`src/rtl/fusion_pkg.sv`:
```
package fusion_pkg;

  typedef enum logic [2:0] {
    CLS_OTHER = 3'd0,
    CLS_CMP   = 3'd1,
    CLS_TEST  = 3'd2,
    CLS_ADD   = 3'd3,
    CLS_JCC   = 3'd4
  } opcls_e;

  typedef enum logic [2:0] {
    OPK_NONE  = 3'd0,
    OPK_REG   = 3'd1,
    OPK_IMM   = 3'd2,
    OPK_MEM   = 3'd3,
    OPK_MEMIP = 3'd4
  } opk_e;

  localparam int CC_W = 4;

  // descriptor as seen on the input side (target kept apart: width is a parameter)
  typedef struct packed {
    opcls_e          cls;
    opk_e            dstk;
    opk_e            srck;
    logic [CC_W-1:0] cc;
    logic            mode64;
  } desc_t;

  // descriptor as sent on the output side
  typedef struct packed {
    logic            fused;
    opcls_e          cls;
    opcls_e          cls2;
    opk_e            dstk;
    opk_e            srck;
    logic [CC_W-1:0] cc;
    logic            mode64;
  } odesc_t;

endpackage

```
`src/rtl/fuse_rst_sync.sv`:
```
module fuse_rst_sync #(
  parameter int STAGES = 2
) (
  input  logic clk,
  input  logic rst_n,
  output logic rst_n_sync
);

  logic [STAGES-1:0] shift_q;

  always_ff @(posedge clk or negedge rst_n) begin
    if (!rst_n) shift_q <= '0;
    else        shift_q <= {shift_q[STAGES-2:0], 1'b1};
  end

  assign rst_n_sync = shift_q[STAGES-1];

endmodule

```
`src/rtl/fuse_qualify.sv`:
```
// Decides whether one descriptor may open a fusion pair.
module fuse_qualify
  import fusion_pkg::*;
(
  input  desc_t d,
  input  logic  cfg_fuse64,
  output logic  cand
);

  logic cls_ok;
  logic dst_ok;
  logic src_ok;
  logic mode_ok;

  always_comb begin
    cls_ok  = (d.cls == CLS_CMP) || (d.cls == CLS_TEST) || (d.cls == CLS_ADD);
    dst_ok  = (d.dstk == OPK_REG);
    src_ok  = (d.srck == OPK_NONE) || (d.srck == OPK_IMM) || (d.srck == OPK_MEM);
    mode_ok = !d.mode64 || cfg_fuse64;
    cand    = cls_ok && dst_ok && src_ok && mode_ok;
  end

endmodule

```
`src/rtl/fuse_pair_match.sv`:
```
// Decides whether a following descriptor completes a pair with the held one.
module fuse_pair_match
  import fusion_pkg::*;
#(
  parameter int CC_LO = 2,
  parameter int CC_HI = 7
) (
  input  opcls_e          head_cls,
  input  opcls_e          nxt_cls,
  input  logic [CC_W-1:0] nxt_cc,
  output logic            hit
);

  localparam logic [CC_W-1:0] LO = CC_W'(CC_LO);
  localparam logic [CC_W-1:0] HI = CC_W'(CC_HI);

  logic is_jump;
  logic cz_only;

  always_comb begin
    is_jump = (nxt_cls == CLS_JCC);
    cz_only = (nxt_cc >= LO) && (nxt_cc <= HI);
    if (!is_jump)                 hit = 1'b0;
    else if (head_cls == CLS_TEST) hit = 1'b1;
    else                           hit = cz_only;
  end

endmodule

```
`src/rtl/fuse_pack.sv`:
```
// Builds the output descriptor: either a merged pair or a single passed through.
module fuse_pack
  import fusion_pkg::*;
#(
  parameter int TGT_W = 16
) (
  input  logic             fuse,
  input  desc_t            a,
  input  logic [TGT_W-1:0] a_tgt,
  input  logic [CC_W-1:0]  b_cc,
  input  logic [TGT_W-1:0] b_tgt,
  output odesc_t           o,
  output logic [TGT_W-1:0] o_tgt
);

  always_comb begin
    o.fused  = fuse;
    o.cls    = a.cls;
    o.cls2   = fuse ? CLS_JCC : CLS_OTHER;
    o.dstk   = a.dstk;
    o.srck   = a.srck;
    o.cc     = fuse ? b_cc : a.cc;
    o.mode64 = a.mode64;
    o_tgt    = fuse ? b_tgt : a_tgt;
  end

endmodule

```
`src/rtl/cmpbr_fuser.sv`:
```
module cmpbr_fuser
  import fusion_pkg::*;
#(
  parameter int TGT_W      = 16,
  parameter int CC_LO      = 2,
  parameter int CC_HI      = 7,
  parameter int RST_STAGES = 2
) (
  input  logic             clk,
  input  logic             rst_n,
  input  logic             cfg_fuse64,
  input  logic             flush,
  input  logic             in_valid,
  output logic             in_ready,
  input  logic [2:0]       in_cls,
  input  logic [2:0]       in_dst_kind,
  input  logic [2:0]       in_src_kind,
  input  logic [3:0]       in_cc,
  input  logic             in_mode64,
  input  logic [TGT_W-1:0] in_tgt,
  output logic             out_valid,
  input  logic             out_ready,
  output logic             out_fused,
  output logic [2:0]       out_cls,
  output logic [2:0]       out_cls2,
  output logic [2:0]       out_dst_kind,
  output logic [2:0]       out_src_kind,
  output logic [3:0]       out_cc,
  output logic             out_mode64,
  output logic [TGT_W-1:0] out_tgt
);

  logic rst_ok;

  fuse_rst_sync #(.STAGES(RST_STAGES)) i_rst_sync (
    .clk        (clk),
    .rst_n      (rst_n),
    .rst_n_sync (rst_ok)
  );

  // input descriptor
  desc_t in_d;
  always_comb begin
    in_d.cls    = opcls_e'(in_cls);
    in_d.dstk   = opk_e'(in_dst_kind);
    in_d.srck   = opk_e'(in_src_kind);
    in_d.cc     = in_cc;
    in_d.mode64 = in_mode64;
  end

  // lookahead register
  logic             hold_v_q, hold_v_n;
  logic             hold_c_q, hold_c_n;
  desc_t            hold_d_q, hold_d_n;
  logic [TGT_W-1:0] hold_t_q, hold_t_n;
  logic             hold_load;

  // output register
  logic             ob_v_q, ob_v_n;
  odesc_t           ob_d_q;
  logic [TGT_W-1:0] ob_t_q;
  logic             ob_load;

  logic in_cand;
  logic pair_hit_raw;
  logic pair_hit;
  logic out_free;
  logic do_fuse;

  fuse_qualify i_qualify (
    .d          (in_d),
    .cfg_fuse64 (cfg_fuse64),
    .cand       (in_cand)
  );

  fuse_pair_match #(.CC_LO(CC_LO), .CC_HI(CC_HI)) i_match (
    .head_cls (hold_d_q.cls),
    .nxt_cls  (in_d.cls),
    .nxt_cc   (in_d.cc),
    .hit      (pair_hit_raw)
  );

  assign pair_hit = hold_v_q && hold_c_q && pair_hit_raw;
  assign out_free = !ob_v_q || out_ready;
  assign in_ready = rst_ok && out_free && !flush;

  // next-state
  always_comb begin
    hold_v_n  = hold_v_q;
    hold_c_n  = hold_c_q;
    hold_d_n  = hold_d_q;
    hold_t_n  = hold_t_q;
    hold_load = 1'b0;
    ob_load   = 1'b0;
    do_fuse   = 1'b0;
    if (flush) begin
      hold_v_n = 1'b0;
    end else if (rst_ok && out_free) begin
      if (hold_v_q) begin
        ob_load = 1'b1;
        if (in_valid && pair_hit) begin
          do_fuse  = 1'b1;
          hold_v_n = 1'b0;
        end else if (in_valid) begin
          hold_load = 1'b1;
          hold_v_n  = 1'b1;
        end else begin
          hold_v_n = 1'b0;
        end
      end else if (in_valid) begin
        if (in_cand) begin
          hold_load = 1'b1;
          hold_v_n  = 1'b1;
        end else begin
          ob_load = 1'b1;
        end
      end
    end
    if (hold_load) begin
      hold_c_n = in_cand;
      hold_d_n = in_d;
      hold_t_n = in_tgt;
    end
    ob_v_n = ob_load || (ob_v_q && !out_ready);
  end

  // output packing
  desc_t            first_d;
  logic [TGT_W-1:0] first_t;
  odesc_t           pk_d;
  logic [TGT_W-1:0] pk_t;

  assign first_d = hold_v_q ? hold_d_q : in_d;
  assign first_t = hold_v_q ? hold_t_q : in_tgt;

  fuse_pack #(.TGT_W(TGT_W)) i_pack (
    .fuse  (do_fuse),
    .a     (first_d),
    .a_tgt (first_t),
    .b_cc  (in_d.cc),
    .b_tgt (in_tgt),
    .o     (pk_d),
    .o_tgt (pk_t)
  );

  // control registers
  always_ff @(posedge clk or negedge rst_ok) begin
    if (!rst_ok) begin
      hold_v_q <= 1'b0;
      ob_v_q   <= 1'b0;
    end else begin
      hold_v_q <= hold_v_n;
      ob_v_q   <= ob_v_n;
    end
  end

  // data registers with explicit enables
  always_ff @(posedge clk) begin
    if (hold_load) begin
      hold_c_q <= hold_c_n;
      hold_d_q <= hold_d_n;
      hold_t_q <= hold_t_n;
    end
  end

  always_ff @(posedge clk) begin
    if (ob_load) begin
      ob_d_q <= pk_d;
      ob_t_q <= pk_t;
    end
  end

  assign out_valid    = ob_v_q;
  assign out_fused    = ob_d_q.fused;
  assign out_cls      = ob_d_q.cls;
  assign out_cls2     = ob_d_q.cls2;
  assign out_dst_kind = ob_d_q.dstk;
  assign out_src_kind = ob_d_q.srck;
  assign out_cc       = ob_d_q.cc;
  assign out_mode64   = ob_d_q.mode64;
  assign out_tgt      = ob_t_q;

endmodule

```
`config.mk`:
```
export PLATFORM = sky130hd
export DESIGN_NAME = cmpbr_fuser
export DESIGN_NICKNAME = d
export VERILOG_FILES = /design/src/rtl/fusion_pkg.sv /design/src/rtl/fuse_rst_sync.sv /design/src/rtl/fuse_qualify.sv /design/src/rtl/fuse_pair_match.sv /design/src/rtl/fuse_pack.sv /design/src/rtl/cmpbr_fuser.sv
export SDC_FILE = /design/constraint.sdc
export NUM_CORES = 1
export LEC_CHECK = 0
export ABC_CLOCK_PERIOD_IN_PS = 2100
export CORE_MARGIN = 3
export CORE_UTILIZATION = 65
export CTS_CLUSTER_DIAMETER = 150
export CTS_CLUSTER_SIZE = 16
export DETAILED_ROUTE_END_ITERATION = 10
export DONT_BUFFER_PORTS = 1
export PLACE_DENSITY_LB_ADDON = 0.2
export SYNTH_ARGS = -nofsm -noshare
export SYNTH_HDL_FRONTEND = slang
export SYNTH_SLANG_ARGS = --single-unit
```
`constraint.sdc`:
```
create_clock -name clk -period 2.1 [get_ports clk]
set_input_delay 0.315 -clock clk [delete_from_list [all_inputs] [get_ports clk]]
set_output_delay 0.315 -clock clk [all_outputs]
set_load 0.02 [all_outputs]
```
==> flow_summary.ini, run 1 <==
[timing]
slew_viol_final = 0
max_clock_freq_ghz = 0.465
setup_violations = 13
fin_crit_ns = 2.15
final-hold-violation-count = 0
grt_setup_unrepaired = yes
period_share = 1.02
fin_skew_ns = 0.00682
final.setup.worst_slack_ns = -0.0488

[synthesis]
synth.yosys.seq_area_share = 0.774
synth.ff_latch_count = 66
yosysWarnings = 0
synth.cell_area_um2 = 2530
yosys.cell_types.count = 31
post_syn_area_per_cell_um2 = 19.1
synthTopCellsByArea = sky130_fd_sc_hd__edfxtp_1, sky130_fd_sc_hd__mux2_2, sky130_fd_sc_hd__dfrtp_1, sky130_fd_sc_hd__buf_4, sky130_fd_sc_hd__buf_6
netlist_instances = 133
synth.largest_area_cell = sky130_fd_sc_hd__edfxtp_1
yosys.area.top_type_share = 0.735

[grt]
grt_antenna_before_repair = 0
grt.total_usage = 0.210
grt_pass1_vias = 1276
global_route_wire_length_before_repair_um = 6690
grt_start_max_net_pins = 32
grt_remaining_overflow = 0

[floorplan]
area_of_the_placeable_core_um2 = 3720
initial_core_util = 0.682
die-height_um = 68.4
dieArea_um2 = 4680
floorplan.io_pins = 72
floorplan.die.width_um = 68.4
num_rows = 22

[clock_tree]
worstSkewPairLatency_ns = 0.33
cts_sinks = 66
clkSlewWorstSetupHoldPaths_ns = 0.06
cts_max_level = 3
cts_inserted_buffers = 9
cts_tree = built
cts_root_buffer = sky130_fd_sc_hd__clkbuf_8
max-clock-path-buffers = 2

[critical_path]
cp.required_ns = 2.18
critical_path.max_fanout = 10
critical_path_arrival_ns = 2.23
critPathCaptureType = flop
startpoint_type = flop
reg2reg_slack_ns = -0.05
crit_type = reg2reg

[route]
drt_pass1_iterations = 4
routed_wire_length_per_instance_um = 22.7
via_per_inst = 5.99
drt_drc_violations_left = 0
ant_nets = 0
routed_wl_um = 4560
route.vias.total = 1203
detail_route.iter0.violations = 77

[placement]
pre_cts_setup_slack_ns = -0.0253
place.detailed.hpwl_um = 3060
count_of_input_and_output_buffers = 0
number_of_instances_in_the_placed_design = 182
routability_congestion_estimate_from_global_placement = 0.790

[worst_hold_path]
worst_hold_path_type = reg2async

[outcome]
run_status = finished, violations left
violations = negative setup slack

[pwr]
peakVddDrop_mv = 0.564
cellPowerDensity_nw_per_um2 = 880
power.leakage_nw = 1.01

[cells_and_area]
antenna-diode-count = 0
final_stage_net_count = 184
final_layout_size_suffix_gt1_frac = 0.353
final-instance-count-excl-fill = 201
area_growth_syn_to_layout_pct = 14.3

[run]
drv_cap = 0
## cell usage in the layout, fill, tap and decap left out, types with 2 or more instances in the layout
cell type and count:
sky130_fd_sc_hd__nor2b_1 2, sky130_fd_sc_hd__mux2_4 10, sky130_fd_sc_hd__dfrtp_1 4, sky130_fd_sc_hd__conb_1 3, sky130_fd_sc_hd__clkbuf_1 3, sky130_fd_sc_hd__nand3_1 2, sky130_fd_sc_hd__clkbuf_8 9, sky130_fd_sc_hd__edfxtp_1 62
sky130_fd_sc_hd__nand2b_1 3, sky130_fd_sc_hd__clkinv_1 2, sky130_fd_sc_hd__buf_4 7, sky130_fd_sc_hd__mux2_2 19, sky130_fd_sc_hd__nor2_1 3
## path summary, 6_finish.rpt
check,startpoint,endpoint,depth (start not counted)
max,hold_d_q[11],out_tgt[8],5
min in group clk,in_tgt[6],hold_t_q[6],0
max reg2reg,hold_d_q[11],out_tgt[8],5
min reg2reg,i_rst_sync.shift_q[1],out_valid,0
max in group asynchronous,rst_n,i_rst_sync.shift_q[0],1
min,i_rst_sync.shift_q[1],out_valid,0
## layer usage
layer  track usage  share of wire  up-vias  wire length, um
met4         0.104          0.018        0               80
li1              -              -      538                -
met2         0.347           0.53       60             2420
met3        0.0772          0.081        9              368
met5             0              0        -                0
met1         0.239           0.37      596             1690
## sequential cells by signal, indices dropped and copies added (netlist names)
signal and count:
hold_v_q 1, out_cls 3, i_rst_sync.shift_q 2, out_tgt 16, out_src_kind 3, out_mode64 1, hold_c_q 1, hold_d_q 14
out_valid 1, out_cls2 1, hold_t_q 16, out_cc 4, out_dst_kind 3
## report_power, final
part | switching, mW | total, mW | internal, mW
logic | 0.0396 | 0.0827 | 0.0431
clock network | 0.429 | 0.969 | 0.540
registers | 0.0313 | 1.50 | 1.47
## per-stage QoR
stage	total power [mW]	utilization	TNS (ns)	area, um2	hold WS, ns
after detailed placement	1.60	0.706	-0.272	2620	0.0195
after CTS	2.56	0.756	-0.302	2810	0.0566
final	2.55	0.779	-0.412	2900	0.0562
after floorplan	1.58	-	0	2550	0.0194
after global routing	2.63	0.779	-2.18	2900	0.0580
after global placement	1.59	0.706	0	2620	0.0195
## cells in the mapped netlist
cell,number
sky130_fd_sc_hd__mux2_2,29
sky130_fd_sc_hd__buf_1,1
sky130_fd_sc_hd__buf_4,3
sky130_fd_sc_hd__o211ai_1,1
sky130_fd_sc_hd__nor2b_1,2
sky130_fd_sc_hd__o21a_1,1
sky130_fd_sc_hd__o21ai_0,1
sky130_fd_sc_hd__a211o_1,1
sky130_fd_sc_hd__or3b_1,1
sky130_fd_sc_hd__nand3_1,2
sky130_fd_sc_hd__dfrtp_1,4
sky130_fd_sc_hd__nand4_1,1
sky130_fd_sc_hd__o21ai_2,1
sky130_fd_sc_hd__nand2b_1,3
sky130_fd_sc_hd__edfxtp_1,62
sky130_fd_sc_hd__o21bai_1,1
sky130_fd_sc_hd__conb_1,2
sky130_fd_sc_hd__nor2_1,3
sky130_fd_sc_hd__and2_1,1
sky130_fd_sc_hd__buf_6,2
sky130_fd_sc_hd__mux2_1,1
sky130_fd_sc_hd__nor4_1,1
sky130_fd_sc_hd__a211oi_1,1
sky130_fd_sc_hd__a21oi_1,1
sky130_fd_sc_hd__or2_2,1
sky130_fd_sc_hd__clkbuf_1,1
sky130_fd_sc_hd__a21boi_0,1
sky130_fd_sc_hd__inv_1,1
sky130_fd_sc_hd__or3_1,1
sky130_fd_sc_hd__nand2_1,1
sky130_fd_sc_hd__o22a_1,1
## repair_timing
action	in CTS	in global routing
pin swaps	0	2
hold buffers	1	0
gates resized for setup	0	13
buffers inserted	0	1
endpoints found under the setup margin	20	51
cloned	0	1
hold endpoints to repair	2	0
## worst max-delay path, stage by stage, from the launching register on
cell and delay [ns]:
sky130_fd_sc_hd__edfxtp_1 0.39, sky130_fd_sc_hd__or3b_4 0.41, sky130_fd_sc_hd__a211o_1 0.32, sky130_fd_sc_hd__o21ai_4 0.24, sky130_fd_sc_hd__clkbuf_16 0.20, sky130_fd_sc_hd__mux2_2 0.33
## cell families after synthesis
logic type,after synthesis,share of synthesized area
AOI/OAI and AO/OA,10,0.0291
buffers and inverters,8,0.0222
DFF,66,0.774
muxes,30,0.133
other,2,0.00296
and+or+nand+nor,17,0.0380
## cell type report
class | instances | area [um2]
tap | 48 | 60.1
clock inverter | 4 | 42.5
multi-input combinational | 60 | 586
sequential | 66 | 1960
inverter | 1 | 3.75
clock buffer | 12 | 135
fill | 197 | 820
timing repair buffer | 10 | 108
Note: power is estimated with default switching activity, not from simulation.
==> run 2: changes to the inputs <==
--- a/config.mk
+++ b/config.mk
@@ -7,7 +7,7 @@
 export LEC_CHECK = 0
 export ABC_CLOCK_PERIOD_IN_PS = 2100
 export CORE_MARGIN = 3
-export CORE_UTILIZATION = 65
+export CORE_UTILIZATION = 30
 export CTS_CLUSTER_DIAMETER = 150
 export CTS_CLUSTER_SIZE = 16
 export DETAILED_ROUTE_END_ITERATION = 10
==> run 2 against run 1 <==
Against the previous run: global-route usage down 10 points; final area up 2.6%; hold slack worse by 0.0012 ns; the flow now finishes without violations; largest power group unchanged; die area up 100%; clock-buffer cell count down 2; worst setup slack better by 0.073 ns; register-to-register slack better by 0.07 ns; sequential power about the same; clock skew down 0.0019 ns; combinational power down 3.3%; flip-flop and latch count unchanged.
==> flow_summary.ini, run 2 (same netlist as run 1, synthesis figures left out) <==
[placement]
routability_congestion_estimate_from_global_placement = 0.868
postPlaceCellArea_um2 = 2710
pre_cts_setup_slack_ns = 0.0297
count_of_input_and_output_buffers = 0
place.detailed.hpwl_um = 3280

[critical_path]
startpoint_type = flop
critical_path.max_stage_delay_ns = 0.40
crit_type = reg2reg
cp.required_ns = 2.19
worst_path_dominant_cell_family = compound AO/OA/AOI/OAI gates
cp_slowest_cell = sky130_fd_sc_hd__or3b_1
critical_path.n_buffers_inverters = 1
path_cells = or3b_1 > a211o_1 > o21ai_2 > buf_12 > mux2_2
critical_path_arrival_ns = 2.16
critical_path.max_fanout = 20
critPathCaptureType = flop

[grt]
grt_pass1_vias = 1392
grt.total_usage = 0.106
grt_start_max_net_pins = 32
grt.busiest_layer = met2
global_route_wire_length_before_repair_um = 7570
globalRouteMet1Util = 0.106
met3_track_demand_over_resource = 0.0750
grt_util_met2 = 0.169
grt_antenna_before_repair = 0
grt_remaining_overflow = 0

[clock_tree]
cts_root_buffer = sky130_fd_sc_hd__clkbuf_8
cts_inserted_buffers = 9
post_cts_buffers = 0
cts_sinks = 66
cts_max_level = 3
max-clock-path-buffers = 2
cts_tree = built
worstSkewPairLatency_ns = 0.33
clkSlewWorstSetupHoldPaths_ns = 0.07

[timing]
max_clock_freq_ghz = 0.482
setup_violations = 0
final.setup.worst_slack_ns = 0.0237
period_share = 0.989
fin_skew_ns = 0.00493
slew_viol_final = 0
holdWs_ns = 0.0549
fin_crit_ns = 2.08
final-hold-violation-count = 0
grt_setup_unrepaired = yes
totalNegativeSetupSlack_ns = 0

[floorplan]
die-height_um = 97.9
floorplan.io_pins = 72
initial_core_util = 0.318
dieArea_um2 = 9580
num_rows = 32
floorplan.die.width_um = 97.9
area_of_the_placeable_core_um2 = 7970

[cells_and_area]
antenna-diode-count = 0
final_layout_size_suffix_gt1_frac = 0.368
most_frequent_cells_in_the_layout = sky130_fd_sc_hd__edfxtp_1, sky130_fd_sc_hd__mux2_2, sky130_fd_sc_hd__clkbuf_8
postLayoutCellArea_um2 = 2970
layout.cells.most_common = sky130_fd_sc_hd__edfxtp_1
postLayoutCoreUtil = 0.373
final_stage_net_count = 183
area_growth_syn_to_layout_pct = 17.3

[route]
drt_drc_violations_left = 0
ant_nets = 0
drt_pass1_iterations = 4
route.vias.total = 1182
routed_wl_um = 4750
routed_wire_length_per_instance_um = 18.7
via_per_inst = 4.65
detail_route.iter0.violations = 35

[pwr]
power.leakage_nw = 0.977
cellPowerDensity_nw_per_um2 = 958
peakVddDrop_mv = 0.355

[worst_hold_path]
worst_hold_path_type = reg2async

[outcome]
run_status = completed

[run]
drv_cap = 0
-- run 2: cell count changes in the layout (fill, tap and decap cells not counted), moves of 2 or more --
cell and delta:
sky130_fd_sc_hd__clkinv_4 +2, sky130_fd_sc_hd__mux2_4 -9, sky130_fd_sc_hd__bufinv_16 +2, sky130_fd_sc_hd__mux2_2 +9
sky130_fd_sc_hd__clkbuf_1 -2, sky130_fd_sc_hd__clkinv_1 -2
-- run 2: final timing paths --
kind | start | endpoint | slack, ns | cells past startpoint
setup / recovery | hold_d_q[11] | out_tgt[3] | 0.02 | 5
min in group clk | in_tgt[3] | hold_t_q[3] | 0.07 | 0
max in group asynchronous | rst_n | i_rst_sync.shift_q[1] | 1.76 | 1
setup reg to reg | hold_d_q[11] | out_tgt[3] | 0.02 | 5
hold reg to reg | i_rst_sync.shift_q[1] | out_valid | 0.05 | 0
hold / removal | i_rst_sync.shift_q[1] | out_valid | 0.05 | 0
-- run 2: area by class of cell --
| cell class | count | area, um2 |
|---|---|---|
| fillers | 747 | 4990 |
| clock buffers | 10 | 128 |
| clock inverters | 6 | 115 |
| inverters | 1 | 3.75 |
| flip-flops and latches | 66 | 1960 |
| well taps | 102 | 128 |
| multi-input cells | 60 | 542 |
| repair buffers | 9 | 95.1 |
-- run 2: worst reg2reg max path: stages, from the launching register on --
cell,delay [ns]
sky130_fd_sc_hd__edfxtp_1,0.38
sky130_fd_sc_hd__or3b_1,0.40
sky130_fd_sc_hd__a211o_1,0.33
sky130_fd_sc_hd__o21ai_2,0.17
sky130_fd_sc_hd__buf_12,0.19
sky130_fd_sc_hd__mux2_2,0.36
-- run 2: timing repair --
item,in CTS,in global routing
hold buffers,1,0
endpoints found under the setup margin,0,46
gates resized for setup,0,2
endpoints found under the hold margin,2,0
-- run 2: through the flow --
step | power [mW] | std cells
finish | 2.85 | 254
global route | 2.98 | 254
CTS | 2.90 | 254
detailed placement | 1.60 | 237
global placement | 1.60 | 237
floorplan | 1.58 | 134
-- run 2: metal layers --
layer | share of wire | routed length [um]
met5 | 0 | 0
met3 | 0.13 | 612
met2 | 0.49 | 2320
met4 | 0.019 | 90
met1 | 0.36 | 1720
-- run 2: power by group --
group          switching (mW)  internal [mW]  leakage, nW
Sequential             0.0315           1.46        0.614
Clock                   0.479          0.793        0.117
Combinational          0.0390         0.0410        0.246
==> run 3: changes to the inputs <==
==> constraint.sdc (replaced) <==
create_clock -name clk -period 2.1 [get_ports clk]
set_input_delay 0 -clock clk [delete_from_list [all_inputs] [get_ports clk]]
set_output_delay 0 -clock clk [all_outputs]
set_load 0.02 [all_outputs]
==> run 3 against run 2 <==
Against the previous run: critical endpoint is now out_cc[1]; flip-flop and latch count stayed put; register-to-register slack hardly changed; sequential power hardly changed; critical path type unchanged; final area is 11% higher; highest routed layer unchanged; clock power hardly changed; maximum frequency is 0.23% lower; total power is 2.3% higher; non-clock buffer count is 33 higher; largest power group unchanged; critical path depth stayed put.
==> flow_summary.ini, run 3 (same netlist as run 1, synthesis figures left out) <==
[route]
met3RoutedLength_um = 505
drt_drc_violations_left = 0
detail_route.iter0.violations = 28
drt_pass1_iterations = 4
route.vias.total = 1314
uppermost_signal_routing_layer_after_detailed_routing = met4
wirelength_met1_um = 2060
routed_wl_um = 5070
via_per_inst = 4.58
ant_nets = 0
wl_met2_um = 2410
routed_wire_length_per_instance_um = 17.7

[floorplan]
die-height_um = 97.9
floorplan.die.width_um = 97.9
dieArea_um2 = 9580
initial_core_util = 0.318
num_rows = 32
floorplan.io_pins = 72
area_of_the_placeable_core_um2 = 7970

[clock_tree]
cts_max_level = 3
cts_inserted_buffers = 9
worstSkewPairLatency_ns = 0.34
post_cts_buffers = 0
cts_tree = built
cts_root_buffer = sky130_fd_sc_hd__clkbuf_8
cts_sinks = 66
clkSlewWorstSetupHoldPaths_ns = 0.07
max-clock-path-buffers = 2

[placement]
number_of_instances_in_the_placed_design = 237
place.detailed.hpwl_um = 3280
count_of_input_and_output_buffers = 0
pre_cts_setup_slack_ns = 0.0297
routability_congestion_estimate_from_global_placement = 0.868

[critical_path]
cp.required_ns = 2.19
cp_slowest_cell = sky130_fd_sc_hd__or3b_1
critical_path_arrival_ns = 2.17
startpoint_type = flop
critical_path.max_stage_delay_ns = 0.40
crit_type = reg2reg
timing.rr.end = out_cc[1]
path_cells = or3b_1 > a211o_1 > o21ai_2 > buf_12 > mux2_2
reg2reg_slack_ns = 0.02
critPathCapture = out_cc[1]
critical_path.max_fanout = 20
crit-reg2reg-launch = hold_d_q[11]
timing.critical_path.from = hold_d_q[11]
critPathCaptureType = flop
ff2ff_path_depth = 5

[pwr]
cell_internal_pwr_mw = 2.34
p_sw_mw = 0.573
switching_share = 0.197
power.leakage_nw = 1.12
design_power_total_mw = 2.91
power.sequential.fraction = 0.514
cellPowerDensity_nw_per_um2 = 882
comb_power_share = 0.047
peakVddDrop_mv = 0.364
power_frac_clock = 0.439

[cells_and_area]
final_stage_net_count = 216
final-instance-count-excl-fill = 287
antenna-diode-count = 0
postLayoutCoreUtil = 0.415
layout.cells.most_common = sky130_fd_sc_hd__edfxtp_1
most_frequent_cells_in_the_layout = sky130_fd_sc_hd__edfxtp_1, sky130_fd_sc_hd__dlygate4sd3_1, sky130_fd_sc_hd__mux2_2
area_growth_syn_to_layout_pct = 30.4
final_layout_size_suffix_gt1_frac = 0.303

[timing]
max_clock_freq_ghz = 0.481
final.setup.worst_slack_ns = 0.0190
period_share = 0.991
fin_crit_ns = 2.08
final-hold-violation-count = 0
fin_skew_ns = 0.00817
totalNegativeSetupSlack_ns = 0
slew_viol_final = 0
setup_violations = 0
grt_setup_unrepaired = yes

[worst_hold_path]
worst_hold_path_type = in2reg

[outcome]
run_status = completed

[grt]
grt_start_max_net_pins = 32
grt_remaining_overflow = 0
grt_antenna_before_repair = 0
grt.total_usage = 0.113
grt_pass1_vias = 1533
global_route_wire_length_before_repair_um = 8100

[run]
drv_cap = 0
==> run 3: area by class of cell <==
type,instances,area (um2)
flip-flops and latches,66,1960
clock inverters,6,115
clock buffers,10,128
well taps,102,128
fillers,737,4660
repair buffers,42,425
multi-input cells,60,542
inverters,1,3.75
==> run 3: critical path, delay by kind of cell (launching register included) <==
family                 cells  cell delay [ns]
AO/OA/AOI/OAI              2             0.50
buffers and inverters      1             0.19
flip-flops                 1             0.38
multiplexers               1             0.35
AND/OR/NAND/NOR            1             0.40
==> run 3: timing repair <==
action / CTS / global route
resized for setup: 0 / 2
hold endpoints to repair: 64 / 0
setup endpoints to repair: 0 / 40
hold buffers: 34 / 0
==> run 3: worst min path at each step <==
stage / start / endpoint / slack, ns / depth (start not counted)
4_1_cts: in_valid / out_valid / 0.003 / 3
2_1_floorplan: rst_n / i_rst_sync.shift_q[0] / -0.30 / 0
5_1_grt: in_valid / out_valid / 0.02 / 3
3_5_place_dp: rst_n / i_rst_sync.shift_q[0] / -0.30 / 0
6_report: in_valid / out_valid / 0.03 / 3
3_3_place_gp: rst_n / i_rst_sync.shift_q[0] / -0.30 / 0
==> run 3: through the flow <==
step / area, um2 / hold slack, ns
after floorplan: 2550 / -0.296
after global placement: 2710 / -0.296
after detailed placement: 2710 / -0.296
after CTS: 3290 / 0.00341
after global routing: 3300 / 0.0192
final: 3300 / 0.0258
==> run 3: metal layers <==
layer / global-route usage / vias up
li1: - / 602
met1: 0.123 / 641
met2: 0.180 / 62
met3: 0.0657 / 9
met4: 0.0479 / 0
met5: 0 / -
==> run 3: power groups by stage <==
stage	Clock (mW)	Sequential [mW]	Combinational [mW]
after floorplan	0	1.52	0.0575
after detailed placement	0	1.53	0.0783
after global placement	0	1.53	0.0747
after CTS	1.32	1.50	0.138
final	1.28	1.50	0.138
after global routing	1.39	1.50	0.151
